`src/rtl/cfg_loader_pkg.sv`:
```
package cfg_loader_pkg;
  localparam int WORD_W      = 24;
  localparam int SEL_W       = 2;
  localparam int NUM_LATCH   = 1 << SEL_W;
  localparam int SYNC_STAGES = 2;
endpackage

```
`src/rtl/cfg_sync.sv`:
```
// Multi-bit chain of flip-flops that brings asynchronous pins into the clk domain.
module cfg_sync #(
  parameter int WIDTH  = 4,
  parameter int STAGES = 2
) (
  input  logic             clk,
  input  logic             rst_n,
  input  logic [WIDTH-1:0] d,
  output logic [WIDTH-1:0] q
);
  logic [WIDTH-1:0] stg_q [STAGES];

  always_ff @(posedge clk or negedge rst_n) begin
    if (!rst_n) begin
      for (int i = 0; i < STAGES; i++) stg_q[i] <= '0;
    end else begin
      stg_q[0] <= d;
      for (int i = 1; i < STAGES; i++) stg_q[i] <= stg_q[i-1];
    end
  end

  assign q = stg_q[STAGES-1];
endmodule

```
`src/rtl/cfg_shifter.sv`:
```
// Shift register fed on rising edges of the synchronised serial clock.
module cfg_shifter #(
  parameter int WORD_W = 24
) (
  input  logic              clk,
  input  logic              rst_n,
  input  logic              sclk_s,
  input  logic              sdata_s,
  input  logic              sload_s,
  output logic [WORD_W-1:0] word
);
  logic              sclk_d;
  logic              sclk_rise;
  logic              shift_en;
  logic [WORD_W-1:0] shreg_q, shreg_nxt;

  assign sclk_rise = sclk_s & ~sclk_d;
  assign shift_en  = sclk_rise & ~sload_s;

  always_comb begin
    shreg_nxt = shreg_q;
    if (shift_en) shreg_nxt = {shreg_q[WORD_W-2:0], sdata_s};
  end

  always_ff @(posedge clk or negedge rst_n) begin
    if (!rst_n) begin
      sclk_d  <= 1'b0;
      shreg_q <= '0;
    end else begin
      sclk_d  <= sclk_s;
      shreg_q <= shreg_nxt;
    end
  end

  assign word = shreg_q;


  shreg_frozen_chk: assert property (@(posedge clk) disable iff (!rst_n)
    sload_s |=> $stable(shreg_q));
endmodule

```
`src/rtl/cfg_latch_bank.sv`:
```
// Four configuration latches, written on a load-strobe rising edge.
module cfg_latch_bank #(
  parameter int WORD_W    = 24,
  parameter int SEL_W     = 2,
  parameter int NUM_LATCH = 4
) (
  input  logic                        clk,
  input  logic                        rst_n,
  input  logic                        sload_s,
  input  logic [WORD_W-1:0]           word,
  output logic [NUM_LATCH*WORD_W-1:0] latches,
  output logic                        wr_stb,
  output logic [SEL_W-1:0]            wr_idx
);
  logic              load_d;
  logic              load_rise;
  logic              stb_q, stb_nxt;
  logic [SEL_W-1:0]  idx_q, idx_nxt;
  logic [WORD_W-1:0] latch_q   [NUM_LATCH];
  logic [WORD_W-1:0] latch_nxt [NUM_LATCH];

  assign load_rise = sload_s & ~load_d;

  always_comb begin
    stb_nxt = load_rise;
    idx_nxt = load_rise ? word[SEL_W-1:0] : idx_q;
  end

  always_ff @(posedge clk or negedge rst_n) begin
    if (!rst_n) begin
      load_d <= 1'b0;
      stb_q  <= 1'b0;
      idx_q  <= '0;
    end else begin
      load_d <= sload_s;
      stb_q  <= stb_nxt;
      idx_q  <= idx_nxt;
    end
  end

  for (genvar g = 0; g < NUM_LATCH; g++) begin : g_latch
    always_comb begin
      latch_nxt[g] = latch_q[g];
      if (load_rise && (word[SEL_W-1:0] == SEL_W'(g))) latch_nxt[g] = word;
    end

    always_ff @(posedge clk or negedge rst_n) begin
      if (!rst_n) latch_q[g] <= '0;
      else        latch_q[g] <= latch_nxt[g];
    end

    assign latches[g*WORD_W +: WORD_W] = latch_q[g];


    only_selected_changes_chk: assert property (@(posedge clk) disable iff (!rst_n)
      !$stable(latch_q[g]) |-> (stb_q && (idx_q == SEL_W'(g))));
  end

  assign wr_stb = stb_q;
  assign wr_idx = idx_q;


  strobe_single_cycle_chk: assert property (@(posedge clk) disable iff (!rst_n)
    stb_q |=> !stb_q);


  idx_matches_code_chk: assert property (@(posedge clk) disable iff (!rst_n)
    stb_q |-> (latch_q[idx_q][SEL_W-1:0] == idx_q));
endmodule

```
`src/rtl/serial_cfg_loader.sv`:
```
// Top level: pin synchronisers, serial shifter, latch bank, power-down outputs.
module serial_cfg_loader
  import cfg_loader_pkg::*;
#(
  parameter int WORD_BITS  = WORD_W,
  parameter int CODE_BITS  = SEL_W,
  parameter int SYNC_DEPTH = SYNC_STAGES,
  localparam int LATCHES   = 1 << CODE_BITS
) (
  input  logic                          clk,
  input  logic                          rst_n,
  input  logic                          ser_clk,
  input  logic                          ser_data,
  input  logic                          ser_load,
  input  logic                          chip_en,
  output logic [LATCHES*WORD_BITS-1:0]  cfg_latches,
  output logic                          cfg_wr_stb,
  output logic [CODE_BITS-1:0]          cfg_wr_idx,
  output logic                          power_down,
  output logic                          pump_en
);
  logic [3:0]           pins_s;
  logic [WORD_BITS-1:0] word;

  cfg_sync #(.WIDTH(4), .STAGES(SYNC_DEPTH)) i_sync (
    .clk   (clk),
    .rst_n (rst_n),
    .d     ({chip_en, ser_load, ser_data, ser_clk}),
    .q     (pins_s)
  );

  cfg_shifter #(.WORD_W(WORD_BITS)) i_shifter (
    .clk     (clk),
    .rst_n   (rst_n),
    .sclk_s  (pins_s[0]),
    .sdata_s (pins_s[1]),
    .sload_s (pins_s[2]),
    .word    (word)
  );

  cfg_latch_bank #(
    .WORD_W    (WORD_BITS),
    .SEL_W     (CODE_BITS),
    .NUM_LATCH (LATCHES)
  ) i_bank (
    .clk     (clk),
    .rst_n   (rst_n),
    .sload_s (pins_s[2]),
    .word    (word),
    .latches (cfg_latches),
    .wr_stb  (cfg_wr_stb),
    .wr_idx  (cfg_wr_idx)
  );

  assign power_down = ~pins_s[3];
  assign pump_en    = pins_s[3];


  pump_off_in_pd_chk: assert property (@(posedge clk) disable iff (!rst_n)
    power_down |-> !pump_en);
endmodule

```
`config.mk`:
```
export PLATFORM = sky130hd
export DESIGN_NAME = serial_cfg_loader
export DESIGN_NICKNAME = d
export VERILOG_FILES = /design/src/rtl/cfg_loader_pkg.sv /design/src/rtl/cfg_sync.sv /design/src/rtl/cfg_shifter.sv /design/src/rtl/cfg_latch_bank.sv /design/src/rtl/serial_cfg_loader.sv
export SDC_FILE = /design/constraint.sdc
export NUM_CORES = 1
export LEC_CHECK = 0
export BUFFER_PORTS_ARGS = -buffer_cell sky130_fd_sc_hd__buf_2
export CORE_MARGIN = 2
export CORE_UTILIZATION = 50
export CTS_BUF_LIST = sky130_fd_sc_hd__clkbuf_8
export DETAILED_ROUTE_END_ITERATION = 8
export PLACE_DENSITY_LB_ADDON = 0.08
export SLEW_MARGIN = 20
export SYNTH_ARGS = -nofsm -noshare
export SYNTH_HDL_FRONTEND = slang
export SYNTH_SLANG_ARGS = --single-unit
```
`constraint.sdc`:
```
create_clock -name clk -period 2.4 [get_ports clk]
set_input_delay 0.36 -clock clk [delete_from_list [all_inputs] [get_ports clk]]
set_output_delay 0.36 -clock clk [all_outputs]
set_load 0.05 [all_outputs]
```
# [Word level (Yosys, flattened, before mapping)]
# Index checks and enable logic that the tools add are counted.
[classes] eq_ne=3 bitwise_logic=7 reduce_logical=5
[ops] cell="2-bit equality test, second input constant" n=2
[ops] cell="1-bit logical AND" n=4
[ops] cell="1-bit inverter" n=4
[ops] cell="1-bit AND" n=3
[ops] cell="2-bit by 1-bit equality test with 1-bit output, second input constant" n=1
[ops] cell="2-bit logical NOT" n=1
[word_totals] reg_bits=133 input_bits=6 output_inout_bits=101 elab_cells=26

# [Longest topological paths before layout]
# Gate-level depths: netlist (run 1).
[depth] depth_word=3 mapped_depth=4 depth_no_buf=2

# [Hierarchy]
# From an unflattened synthesis (run 1), not the netlist that was laid out.
[hier_totals] hier_cells=279 area_unflattened_um2=5071.1
[by_module_without_submodules] module="cfg_latch_bank" n_inst=1 cells_each=214 area_each_um2=3900.0 seq_area_each_um2=2502.4
[by_module_without_submodules] module="cfg_shifter" n_inst=1 cells_each=52 area_each_um2=937.1 seq_area_each_um2=625.6
[by_module_without_submodules] module="cfg_sync" n_inst=1 cells_each=12 area_each_um2=230.2 seq_area_each_um2=200.2
[by_module_without_submodules] module="serial_cfg_loader" n_inst=1 cells_each=1 area_each_um2=3.8 seq_area_each_um2=0.0

# [Worst setup path after synthesis (run 1)]
# OpenSTA, ideal clock, no wires.
[synth_path] path_kind="reg2reg" start="register i_shifter.shreg_q[0] (netlist: i_shifter.word[0])" end="register i_bank.latch_q (netlist bit i_bank.latches[10])" setup_ns=0.125 t_arrival_ns=1.400 t_required_ns=2.275 slack_ns=0.875 stages_incl_launch_ff=4 n_path_buf=1 synth_period_minus_slack_ns=1.525 cell_sequence="dfrtp_1 > nor4b_4 > buf_6 > mux2_2"
[synth_between] elab_chain_len=2
[synth_lines] element="start, declared" line_no="cfg_shifter.sv:15" rtl="logic [WORD_W-1:0] shreg_q, shreg_nxt;"
[synth_lines] element="start signal, assigned" line_no="cfg_shifter.sv:31" rtl="shreg_q <= shreg_nxt;"
[synth_lines] element="2-bit logical NOT" line_no="cfg_latch_bank.sv:44" rtl="if (load_rise && (word[SEL_W-1:0] == SEL_W'(g))) latch_nxt[g] = word;"
[synth_lines] element="1-bit logical AND" line_no="cfg_latch_bank.sv:44"
[synth_lines] element="end signal, assigned by index" line_no="cfg_latch_bank.sv:49" rtl="else latch_q[g] <= latch_nxt[g];"
[synth_lines] element="end, declared" line_no="cfg_latch_bank.sv:19" rtl="logic [WORD_W-1:0] latch_q [NUM_LATCH];"
# No other way between the ends.
# A chain may end at the register's enable or synchronous reset.

# [Worst setup path in the final report (run 1)]
[layout_path] start="register i_bank.load_d" end="register i_bank.latch_q (netlist bit i_bank.latches[88])"
[layout_between] elab_chain_len=3
[layout_lines] element="start, declared" line_no="cfg_latch_bank.sv:15" rtl="logic load_d;"
[layout_lines] element="start signal, assigned" line_no="cfg_latch_bank.sv:35" rtl="load_d <= sload_s;"
[layout_lines] element="1-bit inverter" line_no="cfg_latch_bank.sv:22" rtl="assign load_rise = sload_s & ~load_d;"
[layout_lines] element="1-bit AND" line_no="cfg_latch_bank.sv:22"
[layout_lines] element="1-bit logical AND" line_no="cfg_latch_bank.sv:44"
# No other way between the ends.

==> results of run 1 <==
-- metrics by stage --
step                setup WS, ps  hold WS [ps]  total power [mW]  utilization
floorplan                    875          64.4              3.85            -
CTS                          475          4.55              6.34        0.627
detailed placement           503           318              4.25        0.578
finish                       538          42.3              6.26        0.628
global placement             573           316              4.23        0.578
global route                 374          3.94              6.55        0.628
-- final cells by class --
cell class / count / area (µm²)
fill: 764 / 3590
sequential: 133 / 3330
multi-input combinational: 128 / 1440
timing repair buffer: 119 / 652
clock buffer: 21 / 289
clock inverter: 11 / 171
tap: 133 / 166
inverter: 2 / 7.51
-- path summary, 6_finish.rpt --
kind / depth (start not counted) / to / slack, ps / from
setup / recovery: 2 / i_bank.latches[88] / 540 / i_bank.load_d
hold / removal: 1 / i_sync.stg_q[7] / 40 / chip_en
setup reg to reg: 2 / i_bank.latches[88] / 540 / i_bank.load_d
hold reg to reg: 0 / i_sync.q[1] / 350 / i_sync.stg_q[5]
max in group asynchronous: 3 / i_bank.latches[33] / 1220 / rst_n
min in group asynchronous: 2 / i_bank.latches[0] / 440 / rst_n
-- critical path: cells and delay by family, from the launching register on --
family,cells,cell delay (ps)
and+or+nand+nor,1,760
muxes,1,530
DFF,1,440
-- power by group through the flow --
stage,Combinational (mW),Clock [mW],Sequential [mW]
3_3_place_gp,1.45,0,2.78
6_report,1.45,2.08,2.74
2_1_floorplan,0.362,0,3.49
3_5_place_dp,1.46,0,2.78
5_1_grt,1.53,2.23,2.79
4_1_cts,1.47,2.12,2.75
-- cell families after synthesis --
| family | count (synthesis) | synth area share |
|---|---|---|
| mux | 114 | 0.266 |
| simple gates | 14 | 0.0271 |
| buf+inv | 14 | 0.0266 |
| flops | 133 | 0.681 |
-- repair_timing --
action / in CTS / in global routing
buffers inserted: 0 / 0
hold buffers: 1 / 1
hold endpoints to repair: 46 / 1
-- layer usage --
metal,vias to the layer above,GRT usage,part of all wire
met5,-,0,0
met2,72,0.276,0.50
met3,4,0.0725,0.052
met4,0,0.0577,0.0074
li1,1222,-,-
met1,1372,0.247,0.44
-- flip-flops by register name (all words and copies together), names as in the netlist --
signal,flops
i_shifter.word,24
i_bank.wr_idx,2
i_bank.wr_stb,1
i_bank.latches,96
i_bank.load_d,1
i_shifter.sclk_d,1
i_sync.q,4
i_sync.stg_q,4
-- cell usage after synthesis --
master    number  share of area
buf_2          2         0.0020
mux2_4         4          0.012
nor3b_2        1         0.0026
and4bb_1       2         0.0051
nand2b_1       3         0.0038
mux2_1         1         0.0023
inv_1          2         0.0015
nand4b_2       1         0.0031
dfrtp_1      133           0.68
nor4b_4        1         0.0049
mux2_2       109           0.25
or2_2          2         0.0026
nor2b_1        4         0.0051
buf_6          6          0.014
buf_8          2         0.0061
buf_4          2         0.0031
==> results_dict.tcl, run 1 <==
set metrics [dict create \
    endpoint_kind "flip-flop" \
    diodes 0 \
    dieWidth_um 103 \
    p_int_mw 4.19 \
    cp_data_arrival_time_ps 2160 \
    htree_levels 4 \
    antenna_found_initial 0 \
    cts_resized 0 \
    path_cells "nand4b_2 > mux2_2" \
    power_density_nw_per_um2 1030 \
    slew_violations 0 \
    p_sw_mw 2.07 \
    finalSetupViolCount 0 \
    ys_warn_count 0 \
    relSlewSlack 0.458 \
    hold_path.class "primary input to flip-flop" \
    crit_type "flip-flop to flip-flop" \
    grt_pass1_wl_um 14100 \
    vdd_drop_max_mv 0.763 \
    clk_latency_ps 430 \
    final_common_cell "dfrtp_1" \
    drc 0 \
    tightest_slew_ps 810 \
    synth.net_count 281 \
    gp_congestion 0.703 \
    p_comb_frac 0.231 \
    yosysSeqAreaShare 0.681 \
    routed_wl_um 8840 \
    power_leakage_nw 3.29 \
    p_seq_frac 0.437 \
    clock_sinks 133 \
    final_cell_mix "dfrtp_1 (133), mux2_2 (109), buf_2 (105)" \
    final-hold-violation-count 0 \
    die_h_um 103 \
    rsz0062_at_grt "no" \
    ys_ff_latch 133 \
    area_growth_pct 23.8 \
    io_pins 107 \
    crit_path_top_delay_cell "nand4b_2" \
    fin_nets 407 \
    dieArea_um2 10600 \
    final_cells 547 \
    post-route-min-period_ps 1860 \
    cts_tree "built" \
    grt_remaining_overflow 0 \
    timing.fmax_mhz 537 \
    power_frac_clock 0.332 \
    cp_slowest_stage_delay_ps 760 \
    root_buffer "clkbuf_8" \
    netlist_area_um2 4890 \
    finalCritPeriodShare 0.776 \
    first_pass_iters 4 \
    final_antenna_net_count 0 \
    grt_max_degree 58 \
    fin_area_um2 6050 \
    via_per_inst 4.88 \
    avgSynthCellArea_um2 17.8 \
    cts.clk_slew.worst_paths_ps 80 \
    wire_per_inst_um 16.2 \
    status "finished clean" \
    fp-row-count 36 \
    grt_pass1_vias 2663 \
    place_inst 513 \
    cp-start-kind "flip-flop" \
    switching_share 0.331 \
    coreArea_um2 9640 \
    postPlaceCellArea_um2 5570 \
    start_util 0.507 \
    drive_gt1_frac 0.645 \
    grtUsageTotal 0.183 \
    port-buffer-count 106 \
    num_vias 2670 \
    tns_ps 0 \
    numCtsBuffers 17 \
    max_cap_violations 0 \
    dpl.hpwl_um 6050 \
    syn_inst 275 \
    cp_data_required_time_ps 2700 \
    fin_skew_ps 13.4 \
    cp_max_fo 23 \
    netlist-cell-type-count 16 \
    cts_buffer_depth 2 \
    drt_iter0_drc 29 \
]
No activity file was read; power rests on OpenSTA's default activity.
==> run 2: changes to the inputs <==
==> constraint.sdc (replaced) <==
create_clock -name clk -period 1.9 [get_ports clk]
set_input_delay 0.285 -clock clk [delete_from_list [all_inputs] [get_ports clk]]
set_output_delay 0.285 -clock clk [all_outputs]
set_load 0.05 [all_outputs]
==> results_dict.tcl, run 2 (synthesized netlist as in run 1, its figures left out) <==
set metrics [dict create \
    dpl.hpwl_um 6130 \
    cp_data_arrival_time_ps 1890 \
    port-buffer-count 106 \
    gp_congestion 0.727 \
    cts.clk_slew.worst_paths_ps 70 \
    antenna_found_initial 0 \
    dieWidth_um 103 \
    fin_skew_ps 7.29 \
    cts_resized 0 \
    fp-row-count 36 \
    wire_per_inst_um 16.6 \
    drc 0 \
    post-route-min-period_ps 1590 \
    cts_buffer_depth 2 \
    cp_slowest_stage_delay_ps 470 \
    relSlewSlack 0.667 \
    io_pins 107 \
    crit_type "flip-flop to flip-flop" \
    vdd_drop_max_mv 0.942 \
    first_pass_iters 4 \
    rsz0062_at_grt "no" \
    diodes 0 \
    grt_remaining_overflow 0 \
    regArea_um2 3330 \
    fin_area_um2 6080 \
    critPathTopFamily "flip-flops" \
    grtUsageTotal 0.190 \
    num_vias 2723 \
    htree_levels 4 \
    dieArea_um2 10600 \
    endpoint_kind "flip-flop" \
    coreArea_um2 9640 \
    final_cell_mix "dfrtp_1 (133), mux2_2 (109), buf_2 (105)" \
    grt_pass1_wl_um 14700 \
    postPlaceCellArea_um2 5610 \
    numCtsBuffers 17 \
    die_h_um 103 \
    area_growth_pct 24.4 \
    final_common_cell "dfrtp_1" \
    clk_latency_ps 420 \
    cp_data_required_time_ps 2210 \
    path_cells "nor4b_4 > buf_4 > mux2_2" \
    crit_path_top_delay_cell "dfrtp_1" \
    grt_max_degree 56 \
    cp-start-kind "flip-flop" \
    tightest_slew_ps 500 \
    root_buffer "clkbuf_8" \
    grt_pass1_vias 2745 \
    power_leakage_nw 3.33 \
    tns_ps 0 \
    largest_reg_flops 96 \
    finalSetupViolCount 0 \
    final_antenna_net_count 0 \
    fin_nets 413 \
    multi_input_area_um2 1440 \
    cp_max_fo 17 \
    timing.fmax_mhz 630 \
    finalCritPeriodShare 0.835 \
    slew_violations 0 \
    drive_gt1_frac 0.633 \
    routed_wl_um 9180 \
    clock_sinks 133 \
    status "finished clean" \
    path_buf_inv 1 \
    drt_iter0_drc 76 \
    final-hold-violation-count 0 \
    hold_path.class "flip-flop to flip-flop" \
    max_cap_violations 0 \
    power_density_nw_per_um2 1280 \
    start_util 0.507 \
    cts_tree "built" \
    via_per_inst 4.92 \
    num-fill-cells 770 \
]
## run 2: what timing repair did
item                                   4_1_cts  5_1_grt
endpoints found under the hold margin       55        0
buffers inserted                             0        0
hold buffers                                 5        0
## run 2: path summary, 6_finish.rpt
check / start / end / slack, ps / cells after the start
setup / recovery: i_shifter.word[0] / i_bank.latches[17] / 310 / 3
hold / removal: i_sync.stg_q[5] / i_sync.q[1] / 350 / 0
setup reg to reg: i_shifter.word[0] / i_bank.latches[17] / 310 / 3
hold reg to reg: i_sync.stg_q[5] / i_sync.q[1] / 350 / 0
max in group asynchronous: rst_n / i_bank.latches[86] / 880 / 3
min in group asynchronous: rst_n / i_bank.latches[25] / 380 / 2
## run 2: cell type report
cell class,instances,share of cell area
inverter,2,0.00123
multi-input combinational,128,0.236
clock inverter,13,0.0271
timing repair buffer,125,0.118
tap,133,0.0274
sequential,133,0.547
clock buffer,19,0.0430
## run 2: where the power goes
part | total (mW) | switching, mW | leakage, nW | internal, mW
clock network | 2.49 | 1.01 | 0.226 | 1.47
logic | 1.84 | 1.30 | 1.32 | 0.539
registers | 3.46 | 0.273 | 1.78 | 3.19
total | 7.79 | 2.59 | 3.33 | 5.20
## run 2: through the flow
stage	power [mW]	util	setup slack, ps	instances	hold slack (ps)
global route	8.13	0.631	226	553	360
finish	7.79	0.631	313	553	349
global placement	5.34	0.582	358	516	268
floorplan	4.87	-	375	275	-10.6
CTS	7.88	0.631	298	553	351
detailed placement	5.38	0.582	336	516	269
## run 2: metal layers
metal  global-route usage  share of wire  up-vias
met2                0.291           0.49       72
met3               0.0780          0.052        4
met4               0.0638         0.0074        0
met1                0.248           0.45     1411
li1                     -              -     1236
met5                    0              0        -
## run 2: worst reg2reg max path, delay by kind of cell, from the launching register on
family                 cells  cell delay, ps
flip-flops                 1             470
AND/OR/NAND/NOR            1             330
multiplexers               1             380
buffers and inverters      1             300
==> run 3: changes to the inputs <==
==> constraint.sdc (replaced) <==
create_clock -name clk -period 1.45 [get_ports clk]
set_input_delay 0.2175 -clock clk [delete_from_list [all_inputs] [get_ports clk]]
set_output_delay 0.2175 -clock clk [all_outputs]
set_load 0.05 [all_outputs]
==> results_dict.tcl, run 3 (synthesized netlist as in run 1, its figures left out) <==
set metrics [dict create \
    htree_levels 4 \
    finalSetupViolCount 44 \
    via_per_inst 4.96 \
    num_vias 2777 \
    diodes 0 \
    numCtsBuffers 17 \
    grt_pass1_vias 2773 \
    clk_latency_ps 420 \
    grt_remaining_overflow 0 \
    dieArea_um2 10600 \
    port-buffer-count 106 \
    tns_ps -962 \
    coreArea_um2 9640 \
    finalCritPeriodShare 1.03 \
    vdd_drop_max_mv 1.39 \
    rsz0062_at_grt "yes" \
    fin_ws_ps -40.6 \
    cp_data_required_time_ps 1750 \
    cp_data_arrival_time_ps 1790 \
    drt_iter0_drc 57 \
    cp-start-kind "flip-flop" \
    grt_pass1_wl_um 14700 \
    crit_type "flip-flop to flip-flop" \
    final_common_cell "dfrtp_1" \
    drive_gt1_frac 0.660 \
    die_h_um 103 \
    largest_reg_flops 96 \
    area_growth_pct 30.5 \
    cp_max_fo 12 \
    drc 0 \
    cts_buffer_depth 2 \
    clock_sinks 133 \
    first_pass_iters 4 \
    fp-row-count 36 \
    dieWidth_um 103 \
    post-place-ws_ps -60.8 \
    status "finished with violations" \
    grtUsageTotal 0.187 \
    cts_tree "built" \
    antenna_found_initial 0 \
    slew_violations 0 \
    root_buffer "clkbuf_8" \
    io_pins 107 \
    timing.fmax_mhz 671 \
    fin_nets 421 \
    hold_path.class "primary input to asynchronous set/reset pin" \
    max_cap_violations 0 \
    violations "negative setup slack" \
    gp_congestion 0.693 \
    wire_per_inst_um 17.7 \
    hold_slack_ps 258 \
    dpl.hpwl_um 6130 \
    start_util 0.507 \
    post-route-min-period_ps 1490 \
    relSlewSlack 0.771 \
    grt_max_degree 48 \
    final-hold-violation-count 0 \
    routed_wl_um 9900 \
    endpoint_kind "flip-flop" \
    power_leakage_nw 3.43 \
    finalPower_mw 10.2 \
    final_antenna_net_count 0 \
    tightest_slew_ps 344 \
    fin_skew_ps 10.7 \
    cts.clk_slew.worst_paths_ps 70 \
    power_density_nw_per_um2 1590 \
    final_util 0.662 \
    final_cell_mix "dfrtp_1 (130), buf_2 (105), mux2_2 (67)" \
]
==> run 3: cell count changes in the layout (fill, tap and decap cells not counted), moves of 2 or more <==
cell,delta
and4bb_1,-2
and4bb_4,+2
buf_12,+4
buf_4,-4
buf_6,+3
buf_8,+4
bufinv_16,-2
clkinv_2,+3
dfrtp_1,-3
dfrtp_2,+3
inv_1,-3
mux2_2,-42
mux2_4,+43
==> run 3: layout make-up <==
class                   count  area [µm²]
fillers                   747        3260
multi-input cells         128        1610
clock inverters            11         109
flip-flops and latches    133        3330
clock buffers              20         275
inverters                   2        7.51
well taps                 133         166
repair buffers            133         886
==> run 3: per-layer routing <==
layer / global-route usage / part of all wire / up-vias / wire length, µm
met2: 0.294 / 0.50 / 67 / 4950
met1: 0.256 / 0.46 / 1462 / 4530
met4: 0.0547 / 0.0070 / 0 / 69
met3: 0.0556 / 0.036 / 5 / 355
met5: 0 / 0 / - / 0
li1: - / - / 1243 / -
==> run 3: through the flow <==
stage / cells / instance area (µm²)
after CTS: 556 / 6130
after global placement: 520 / 5680
after detailed placement: 520 / 5680
after global routing: 560 / 6380
final: 560 / 6380
after floorplan: 275 / 4890
==> run 3: critical path, stage by stage, from the launching register on <==
cell and delay (ps):
dfrtp_2 450, and4bb_4 400, buf_12 180, mux2_2 340
==> run 3: worst paths after layout <==
check | from | endpoint | slack, ps | depth (start not counted)
setup / recovery | i_shifter.word[1] | i_bank.latches[35] | -40 | 3
hold / removal | rst_n | i_bank.latches[49] | 260 | 2
setup reg to reg | i_shifter.word[1] | i_bank.latches[35] | -40 | 3
hold reg to reg | i_sync.stg_q[7] | i_sync.q[3] | 350 | 0
max in group asynchronous | rst_n | i_sync.q[2] | 610 | 3
min in group clk | i_sync.stg_q[7] | i_sync.q[3] | 350 | 0
==> run 3: repair_timing <==
item	in CTS	in global routing
gates cloned	0	2
hold buffers	5	0
pin swaps	1	2
setup endpoints to repair	61	66
setup buffers	0	2
hold endpoints to repair	40	0
resized for setup	9	56
==> run 3: report_power, final <==
group / switching [mW] / internal (mW) / leakage, nW
clock network: 1.35 / 1.63 / 0.201
logic: 1.77 / 0.885 / 1.45
registers: 0.355 / 4.18 / 1.78
